==> src/rtl/ivwd_pkg.sv <==
package ivwd_pkg;
  // Register select on the write port
  localparam logic ADDR_CTRL = 1'b0;
  localparam logic ADDR_WDOG = 1'b1;

  // What a watchdog match does
  typedef enum logic {
    WD_AS_TIMER = 1'b0,
    WD_AS_RESET = 1'b1
  } wd_mode_e;
endpackage

==> src/rtl/ivwd_regs.sv <==
module ivwd_regs
  import ivwd_pkg::*;
#(
  parameter int SEL_W = 3,
  parameter int WD_W  = 6
) (
  input  logic             clk,
  input  logic             rst,
  input  logic             wr_en,
  input  logic             wr_addr,
  input  logic [WD_W:0]    wr_data,
  output logic [SEL_W-1:0] sel_o,
  output wd_mode_e         mode_o,
  output logic [WD_W-1:0]  limit_o,
  output logic             itv_clr_o,
  output logic             wd_clr_o
);
  localparam int ITV_CLR_POS = SEL_W;
  localparam int MODE_POS    = SEL_W + 1;
  localparam int WD_CLR_POS  = WD_W;

  logic ctrl_wr, wdog_wr;

  assign ctrl_wr = wr_en && (wr_addr == ADDR_CTRL);
  assign wdog_wr = wr_en && (wr_addr == ADDR_WDOG);

  // Clear bits are strobes: they act in the write cycle and are not stored.
  assign itv_clr_o = ctrl_wr && wr_data[ITV_CLR_POS];
  assign wd_clr_o  = wdog_wr && wr_data[WD_CLR_POS];

  always_ff @(posedge clk) begin
    if (rst) begin
      sel_o   <= '1;
      mode_o  <= WD_AS_RESET;
      limit_o <= '1;
    end else begin
      if (ctrl_wr) begin
        sel_o  <= wr_data[SEL_W-1:0];
        mode_o <= wd_mode_e'(wr_data[MODE_POS]);
      end
      if (wdog_wr) begin
        limit_o <= wr_data[WD_W-1:0];
      end
    end
  end

  // The limit only changes through a write to the watchdog register
  assert_limit_hold_R5: assert property (@(posedge clk) disable iff (rst)
    !wdog_wr |=> $stable(limit_o));
endmodule

==> src/rtl/ivwd_interval.sv <==
module ivwd_interval #(
  parameter int TAPS  = 8,
  parameter int CNT_W = 8,
  localparam int SEL_W = $clog2(TAPS)
) (
  input  logic             clk,
  input  logic             rst,
  input  logic [TAPS-1:0]  taps,
  input  logic [SEL_W-1:0] sel,
  input  logic             clr,
  output logic [CNT_W-1:0] count_o,
  output logic             ovf_o,
  output logic             irq_o
);
  logic [TAPS-1:0] hit;
  logic            tick;

  // Tap selection: one comparator per tap, then an OR
  for (genvar i = 0; i < TAPS; i++) begin : g_tap
    assign hit[i] = taps[i] && (sel == SEL_W'(i));
  end
  assign tick = |hit;

  // A clear in the same cycle wins over the wrap
  assign ovf_o = tick && !clr && (count_o == {CNT_W{1'b1}});

  always_ff @(posedge clk) begin
    if (rst) begin
      count_o <= '0;
      irq_o   <= 1'b0;
    end else begin
      irq_o <= ovf_o;
      if (clr)       count_o <= '0;
      else if (tick) count_o <= count_o + 1'b1;
    end
  end

  assert_clear_zero_R3: assert property (@(posedge clk) disable iff (rst)
    clr |=> (count_o == '0));
  assert_flag_at_wrap_R4: assert property (@(posedge clk) disable iff (rst)
    irq_o |-> (count_o == '0));
  assert_flag_pulse_R4: assert property (@(posedge clk) disable iff (rst)
    irq_o |=> !irq_o);
endmodule

==> src/rtl/ivwd_watchdog.sv <==
module ivwd_watchdog
  import ivwd_pkg::*;
#(
  parameter int WD_W = 6
) (
  input  logic            clk,
  input  logic            rst,
  input  logic            adv,
  input  logic            clr,
  input  logic [WD_W-1:0] limit,
  input  wd_mode_e        mode,
  output logic [WD_W-1:0] count_o,
  output logic            rst_req_o,
  output logic            irq_o
);
  logic [WD_W-1:0] nxt;
  logic            match;

  assign nxt   = count_o + 1'b1;
  assign match = adv && !clr && (nxt == limit);

  always_ff @(posedge clk) begin
    if (rst) begin
      count_o   <= '0;
      rst_req_o <= 1'b0;
      irq_o     <= 1'b0;
    end else begin
      rst_req_o <= match && (mode == WD_AS_RESET);
      irq_o     <= match && (mode == WD_AS_TIMER);
      if (clr || match) count_o <= '0;
      else if (adv)     count_o <= nxt;
    end
  end

  assert_match_restarts_R5: assert property (@(posedge clk) disable iff (rst)
    (rst_req_o || irq_o) |-> (count_o == '0));
  assert_reset_pulse_R6: assert property (@(posedge clk) disable iff (rst)
    rst_req_o |=> !rst_req_o);
  assert_idle_hold_R4: assert property (@(posedge clk) disable iff (rst)
    (!adv && !clr) |=> $stable(count_o));
  assert_clear_wins_R8: assert property (@(posedge clk) disable iff (rst)
    clr |=> (count_o == '0 && !rst_req_o && !irq_o));
endmodule

==> src/rtl/interval_watchdog.sv <==
module interval_watchdog
  import ivwd_pkg::*;
#(
  parameter int TAPS  = 8,
  parameter int CNT_W = 8,
  parameter int WD_W  = 6
) (
  input  logic             clk,
  input  logic             rst,
  input  logic [TAPS-1:0]  ps_tick,
  input  logic             wr_en,
  input  logic             wr_addr,
  input  logic [WD_W:0]    wr_data,
  output logic [CNT_W-1:0] itv_count,
  output logic [WD_W-1:0]  wd_count,
  output logic             itv_irq,
  output logic             wd_irq,
  output logic             rst_req
);
  localparam int SEL_W = $clog2(TAPS);

  logic [SEL_W-1:0] sel;
  wd_mode_e         mode;
  logic [WD_W-1:0]  limit;
  logic             itv_clr, wd_clr, ovf;

  ivwd_regs #(.SEL_W(SEL_W), .WD_W(WD_W)) u_regs (
    .clk(clk), .rst(rst), .wr_en(wr_en), .wr_addr(wr_addr), .wr_data(wr_data),
    .sel_o(sel), .mode_o(mode), .limit_o(limit),
    .itv_clr_o(itv_clr), .wd_clr_o(wd_clr)
  );

  ivwd_interval #(.TAPS(TAPS), .CNT_W(CNT_W)) u_interval (
    .clk(clk), .rst(rst), .taps(ps_tick), .sel(sel), .clr(itv_clr),
    .count_o(itv_count), .ovf_o(ovf), .irq_o(itv_irq)
  );

  ivwd_watchdog #(.WD_W(WD_W)) u_watchdog (
    .clk(clk), .rst(rst), .adv(ovf), .clr(wd_clr), .limit(limit), .mode(mode),
    .count_o(wd_count), .rst_req_o(rst_req), .irq_o(wd_irq)
  );

  assert_one_action_R7: assert property (@(posedge clk) disable iff (rst)
    !(rst_req && wd_irq));
endmodule

==> config.mk <==
export PLATFORM = sky130hd
export DESIGN_NAME = interval_watchdog
export DESIGN_NICKNAME = d
export VERILOG_FILES = /design/src/rtl/ivwd_pkg.sv /design/src/rtl/ivwd_regs.sv /design/src/rtl/ivwd_interval.sv /design/src/rtl/ivwd_watchdog.sv /design/src/rtl/interval_watchdog.sv
export SDC_FILE = /design/constraint.sdc
export NUM_CORES = 1
export LEC_CHECK = 0
export BUFFER_PORTS_ARGS = -buffer_cell sky130_fd_sc_hd__buf_2
export CORE_MARGIN = 4
export CORE_UTILIZATION = 45
export CTS_CLUSTER_DIAMETER = 60
export DETAILED_ROUTE_END_ITERATION = 6
export GPL_TIMING_DRIVEN = 0
export MAX_ROUTING_LAYER = met4
export PLACE_DENSITY = 0.82
export SLEW_MARGIN = 20
export SYNTH_ARGS = -nofsm -noshare
export SYNTH_HDL_FRONTEND = slang
export SYNTH_SLANG_ARGS = --single-unit
==> constraint.sdc <==
create_clock -name clk -period 2.75 [get_ports clk]
set_input_delay 0.275 -clock clk [delete_from_list [all_inputs] [get_ports clk]]
set_output_delay 0.275 -clock clk [all_outputs]
set_load 0.005 [all_outputs]
==> results of run 1 <==
## area by class of cell
cell class                 count  area share (%)
multi-input combinational    118            48.8
sequential                    27            33.3
timing repair buffer          33            10.2
tap                           31            2.39
buffer                         7            2.31
clock buffer                   3            1.39
inverter                       6            1.39
clock inverter                 1           0.308
## power groups by stage
stage	sequential, mW	clock (mW)	combinational [mW]
final	0.421	0.167	0.0950
after detailed placement	0.429	0	0.0961
after CTS	0.420	0.176	0.0963
after global routing	0.423	0.187	0.107
after floorplan	0.427	0	0.0636
after global placement	0.428	0	0.0929
## per-layer routing
metal  global-route usage [%]  wire length, um  vias up
met3                     3.02              154        2
li1                         -                -      645
met5                        -                0        -
met4                     3.23                4        0
met2                     24.6             1330       31
met1                     17.6             1310      562
## per-stage QoR
stage	util, %	instances	setup WS (ps)	hold WS [ps]	area [um2]
2_1_floorplan	-	158	904	345	1390
3_3_place_gp	56.0	222	716	471	1600
3_5_place_dp	56.0	222	689	477	1600
4_1_cts	56.9	226	639	157	1620
5_1_grt	56.9	226	435	166	1620
6_report	56.9	226	638	173	1620
## placed cells by master, fill, tap and decap left out, types with 4 or more instances in the layout
cell type / netlist / layout
nor2_1: 13 / 13
xnor2_1: 9 / 9
mux2i_1: 6 / 6
nand3_1: 19 / 19
inv_1: 5 / 5
nand2_1: 14 / 14
a21oi_1: 4 / 4
buf_2: 3 / 36
and3_1: 5 / 5
o211ai_1: 8 / 8
nor3_1: 6 / 6
dfxtp_1: 27 / 27
## worst max-delay path, delay by kind of cell (launching register included)
kind	cells	cell delay [ps]
compound gates	3	820
simple gates	2	530
flops	1	410
fa+ha+maj	1	290
## how the worst max path moves through the flow
stage                     startpoint                     to  slack, ps  cells past startpoint
2_1_floorplan  u_watchdog.count_o[0]  u_watchdog.count_o[3]        900                      6
3_3_place_gp   u_watchdog.count_o[0]  u_watchdog.count_o[3]        720                      6
3_5_place_dp   u_watchdog.count_o[0]  u_watchdog.count_o[3]        690                      6
4_1_cts        u_watchdog.count_o[0]  u_watchdog.count_o[3]        640                      6
5_1_grt        u_watchdog.count_o[0]  u_watchdog.count_o[3]        440                      6
6_report       u_watchdog.count_o[0]  u_watchdog.count_o[3]        640                      6
## logic make-up (layout without fill, tap and decap cells)
logic type	count (synthesis)	after routing	synth area share, %
AND/OR/NAND/NOR	73	73	27.0
flip-flops	27	27	38.8
AO/OA/AOI/OAI	23	23	12.4
buffers and inverters	13	50	4.31
XOR/XNOR	12	12	7.55
multiplexers	8	8	8.09
adder cells (fa/ha/maj)	2	2	1.80
## flip-flops by register name, indices dropped and copies added, names as in the netlist
name,cells
u_regs.mode_o,1
u_watchdog.rst_req_o,1
u_watchdog.irq_o,1
u_regs.limit_o,6
u_regs.sel_o,3
u_watchdog.count_o,6
u_interval.count_o,8
u_interval.irq_o,1
==> flow_metrics.env, run 1 <==
export IMPL_postCtsSetupBuffers=0
export IMPL_start_util_pct=48.8
export IMPL_grt_start_max_net_pins=16
export IMPL_die_w_um=63.6
export IMPL_vias=1240
export IMPL_numCtsBuffers=3
export IMPL_rsz0062_at_grt="no"
export IMPL_finalSetupViolCount=0
export IMPL_regToRegEndpoint="u_watchdog.count_o[3]"
export IMPL_overflow=0
export IMPL_path_cells="ha_1 -> and3b_1 -> or3_1 -> a31oi_2 -> o2111ai_1 -> o211ai_1"
export IMPL_min_from="wr_data[0]"
export IMPL_num_fill_cells=279
export IMPL_synth_top_area_share_pct=38.8
export IMPL_cp_arrival_ps=2360
export IMPL_reg2reg_depth=6
export IMPL_dr_pass1_iters=4
export IMPL_cp_max_fo=10
export IMPL_drv_cap=0
export IMPL_critPathMaxStageDelay_ps=410
export IMPL_swShare_pct=26.0
export IMPL_slew_violations=0
export IMPL_routed_wl_mm=2.80
export IMPL_clock_path_buffers=2
export IMPL_synthTopCellsByCount="dfxtp_1, nand3_1, nand2_1"
export IMPL_ctsHoldBuffers=0
export IMPL_slowest_stage="dfxtp_1"
export IMPL_worst_setup_path_type="flip-flop to flip-flop"
export IMPL_reg2reg_slack_ps=640
export IMPL_hold_path_class="input port to flip-flop"
export IMPL_std_cell_rows=19
export IMPL_final_seq_area_um2=541
export IMPL_p_comb_share_pct=13.9
export IMPL_cts_htree_levels=1
export IMPL_drive_gt1_share_pct=23.6
export IMPL_pin_count=36
export IMPL_ys_top_cells_by_area="dfxtp_1, nand3_1, xnor2_1, mux2i_1, o211ai_1"
export IMPL_drt_initial_drc_count=26
export IMPL_cts_resized=0
export IMPL_drt_drc_violations_left=0
export IMPL_tightest_slew_ps=761
export IMPL_antenna_left=0
export IMPL_io_buffer_count=33
export IMPL_areaGrowthSynthToFinish_pct=16.6
export IMPL_finClkSkew_ps=4.54
export IMPL_timing_fmax_ghz=0.474
export IMPL_core_area_mm2=0.00285
export IMPL_status="completed"
export IMPL_wl_per_cell_um=12.4
export IMPL_start_kind="flip-flop"
export IMPL_track_usage_pct=14.5
export IMPL_yosysWarnings=0
export IMPL_period_share_pct=76.8
export IMPL_synth_cell_types=35
export IMPL_synth_edff_count=0
export IMPL_drt_vias_per_instance=5.49
export IMPL_avgSynthCellArea_um2=8.81
export IMPL_root_buffer="clkbuf_4"
export IMPL_grt_pass1_vias=1148
export IMPL_yosysSeqAreaShare_pct=38.8
export IMPL_async_flop_share_pct=0
export IMPL_cp_data_required_time_ps=3000
export IMPL_ys_seq_elements=27
export IMPL_syn_num_nets=179
export IMPL_gp_congestion=0.794
export IMPL_period_needed_ps=2110
export IMPL_antenna_found_initial=0
export IMPL_power_leakage_nw=0.706
export IMPL_dieHeight_um=63.6
export IMPL_nets=217
export IMPL_dieArea_mm2=0.00405
export IMPL_p_int_mw=0.505
export IMPL_n_antenna_cell=0
export IMPL_holdPathStages=3
export IMPL_hold_viol=0
export IMPL_dp_hpwl_mm=2.25
export IMPL_vdd_drop_max_v=0.000212
export IMPL_pwr_share_clk_pct=24.4
export IMPL_slew_headroom_pct=48.8
export IMPL_synth_ff_type="dfxtp_1"
export IMPL_clk_latency_ps=320
export IMPL_crit_path_end_kind="flip-flop"
export IMPL_clk_pin_slew_worst_paths_ps=140
export IMPL_clock_sinks=27
export IMPL_seqPwrFrac_pct=61.7
export IMPL_tns_ps=0
export IMPL_power_mw=0.682
export IMPL_min_to="u_regs.sel_o[0]"
export IMPL_multiInputGateArea_um2=792
export IMPL_regToRegStartpoint="u_watchdog.count_o[0]"
export IMPL_netlist_area_mm2=0.00139
export IMPL_synth_cells=158
export IMPL_yosysMostFrequentCell="dfxtp_1"
export IMPL_cts_tree="built"
export IMPL_netSwitchingPower_mw=0.177
export IMPL_synth_area_leader_cell="dfxtp_1"
export IMPL_grt_pass1_wl_mm=4.77
export IMPL_power_density_mw_per_mm2=420
(Power assumes the default switching activity.)
==> run 2, diff against run 1 <==
==> constraint.sdc (replaced) <==
create_clock -name clk -period 2.1 [get_ports clk]
set_input_delay 0.21 -clock clk [delete_from_list [all_inputs] [get_ports clk]]
set_output_delay 0.21 -clock clk [all_outputs]
set_load 0.005 [all_outputs]
==> run 2 against run 1 <==
Die area unchanged. Via count about the same. First-iteration DRC count decreased by 7.7%. Sequential share of layout area decreased by 0.80 points. Setup slack got worse by 520 ps. Final area up 2.5%. Clock skew rose by 2.0 ps. Global-route usage rose by 0.076 points. Clock power is 32% higher. Maximum frequency rose by 6.7%. Total power rose by 32%.
==> flow_metrics.env, run 2 (same netlist as run 1, synthesis figures left out) <==
export IMPL_status="completed"
export IMPL_final_core_util_pct=58.3
export IMPL_grt_pass1_vias=1153
export IMPL_power_mw=0.901
export IMPL_finalNonFillerCells=229
export IMPL_final_cell_mix="buf_2, dfxtp_1, nand3_1"
export IMPL_clock_sinks=27
export IMPL_clk_latency_ps=320
export IMPL_gp_congestion=0.794
export IMPL_fin_area_mm2=0.00166
export IMPL_pin_count=36
export IMPL_tns_ps=0
export IMPL_drv_cap=0
export IMPL_final_common_cell="buf_2"
export IMPL_cp_data_required_time_ps=2360
export IMPL_n_antenna_cell=0
export IMPL_cts_htree_levels=1
export IMPL_nets=220
export IMPL_dr_pass1_iters=4
export IMPL_cp_max_fo=7
export IMPL_dp_hpwl_mm=2.25
export IMPL_cts_tree="built"
export IMPL_vdd_drop_max_v=0.000279
export IMPL_areaGrowthSynthToFinish_pct=19.5
export IMPL_grt_pass1_wl_mm=4.80
export IMPL_crit_end="u_watchdog.count_o[0]"
export IMPL_crit_path_end_kind="flip-flop"
export IMPL_clock_path_buffers=2
export IMPL_numCtsBuffers=3
export IMPL_num_fill_cells=272
export IMPL_routed_wl_mm=2.86
export IMPL_top_register="u_interval.count_o"
export IMPL_start_kind="flip-flop"
export IMPL_tightest_slew_ps=778
export IMPL_root_buffer="clkbuf_4"
export IMPL_power_density_mw_per_mm2=542
export IMPL_slew_violations=0
export IMPL_std_cell_rows=19
export IMPL_cp_arrival_ps=2240
export IMPL_ctsHoldBuffers=0
export IMPL_period_needed_ps=1980
export IMPL_top_regs="u_interval.count_o x8, u_regs.limit_o x6, u_watchdog.count_o x6"
export IMPL_antenna_found_initial=0
export IMPL_slew_headroom_pct=47.7
export IMPL_antenna_left=0
export IMPL_grt_start_max_net_pins=16
export IMPL_fin_ws_ps=121
export IMPL_die_w_um=63.6
export IMPL_track_usage_pct=14.6
export IMPL_finClkSkew_ps=6.59
export IMPL_regToRegEndpoint="u_watchdog.count_o[0]"
export IMPL_drt_initial_drc_count=24
export IMPL_placed_cell_area_mm2=0.00160
export IMPL_start_util_pct=48.8
export IMPL_timing_fmax_ghz=0.505
export IMPL_hold_ws_ps=105
export IMPL_dieArea_mm2=0.00405
export IMPL_drive_gt1_share_pct=25.8
export IMPL_vias=1241
export IMPL_reg2reg_slack_ps=120
export IMPL_core_area_mm2=0.00285
export IMPL_drt_vias_per_instance=5.42
export IMPL_overflow=0
export IMPL_reg2reg_depth=7
export IMPL_power_leakage_nw=0.717
export IMPL_io_buffer_count=33
export IMPL_hold_viol=0
export IMPL_worst_setup_path_type="flip-flop to flip-flop"
export IMPL_wl_per_cell_um=12.5
export IMPL_dp_slack_ps=38.7
export IMPL_place_inst=222
export IMPL_regToRegStartpoint="u_watchdog.count_o[0]"
export IMPL_finalSetupViolCount=0
export IMPL_hold_path_class="input port to flip-flop"
export IMPL_largest_reg_flops=8
export IMPL_startpoint="u_watchdog.count_o[0]"
export IMPL_drt_drc_violations_left=0
export IMPL_period_share_pct=94.3
export IMPL_dieHeight_um=63.6
export IMPL_clk_pin_slew_worst_paths_ps=140
[run 2: changes by cell type in the layout (fill, tap and decap cells not counted), sizes merged]
cell  delta
buf      +3
[run 2: critical path, cell delays in order, from the launching register on]
cell      delay, ps
dfxtp_1         410
ha_2            250
and3b_1         160
or3_1           390
a31oi_4         270
buf_4           170
o211ai_1         80
a21oi_1         190
[run 2: per-layer routing]
metal	vias up	GRT usage (%)	routed length [um]
met5	-	-	0
met4	0	3.23	4
met3	2	3.02	130
met2	24	24.6	1380
met1	565	17.9	1350
li1	650	-	-
[run 2: cell type report]
class                           count  area [um2]  area share [%]
Multi-Input combinational cell    118         810            48.6
Sequential cell                    27         541            32.5
Timing Repair Buffer               36         188            11.3
Tap cell                           31        38.8            2.33
Buffer                              7        37.5            2.26
Clock buffer                        3        22.5            1.35
Inverter                            6        22.5            1.35
Clock inverter                      1        5.00           0.301
[run 2: how the worst min path moves through the flow]
stage,from,to,cells after the start
after floorplan,rst,u_interval.irq_o,1
after global placement,wr_data[4],u_regs.mode_o,3
after global routing,rst,u_interval.irq_o,2
after detailed placement,wr_data[0],u_regs.sel_o[0],3
final,wr_data[0],u_regs.sel_o[0],3
after CTS,wr_data[0],u_regs.sel_o[0],3
[run 2: timing repair]
item | in CTS | in global routing
setup buffers | 0 | 3
endpoints found under the setup margin | 2 | 3
pin swaps | 0 | 1
resized for setup | 1 | 2
gates cloned | 0 | 0
[run 2: where the power goes]
| group | switching (mW) | leakage, nW | internal, mW | total [mW] |
|---|---|---|---|---|
| Sequential | 0.0182 | 0.220 | 0.533 | 0.551 |
| Combinational | 0.0702 | 0.480 | 0.0603 | 0.130 |
| Clock | 0.149 | 0.0177 | 0.0713 | 0.220 |
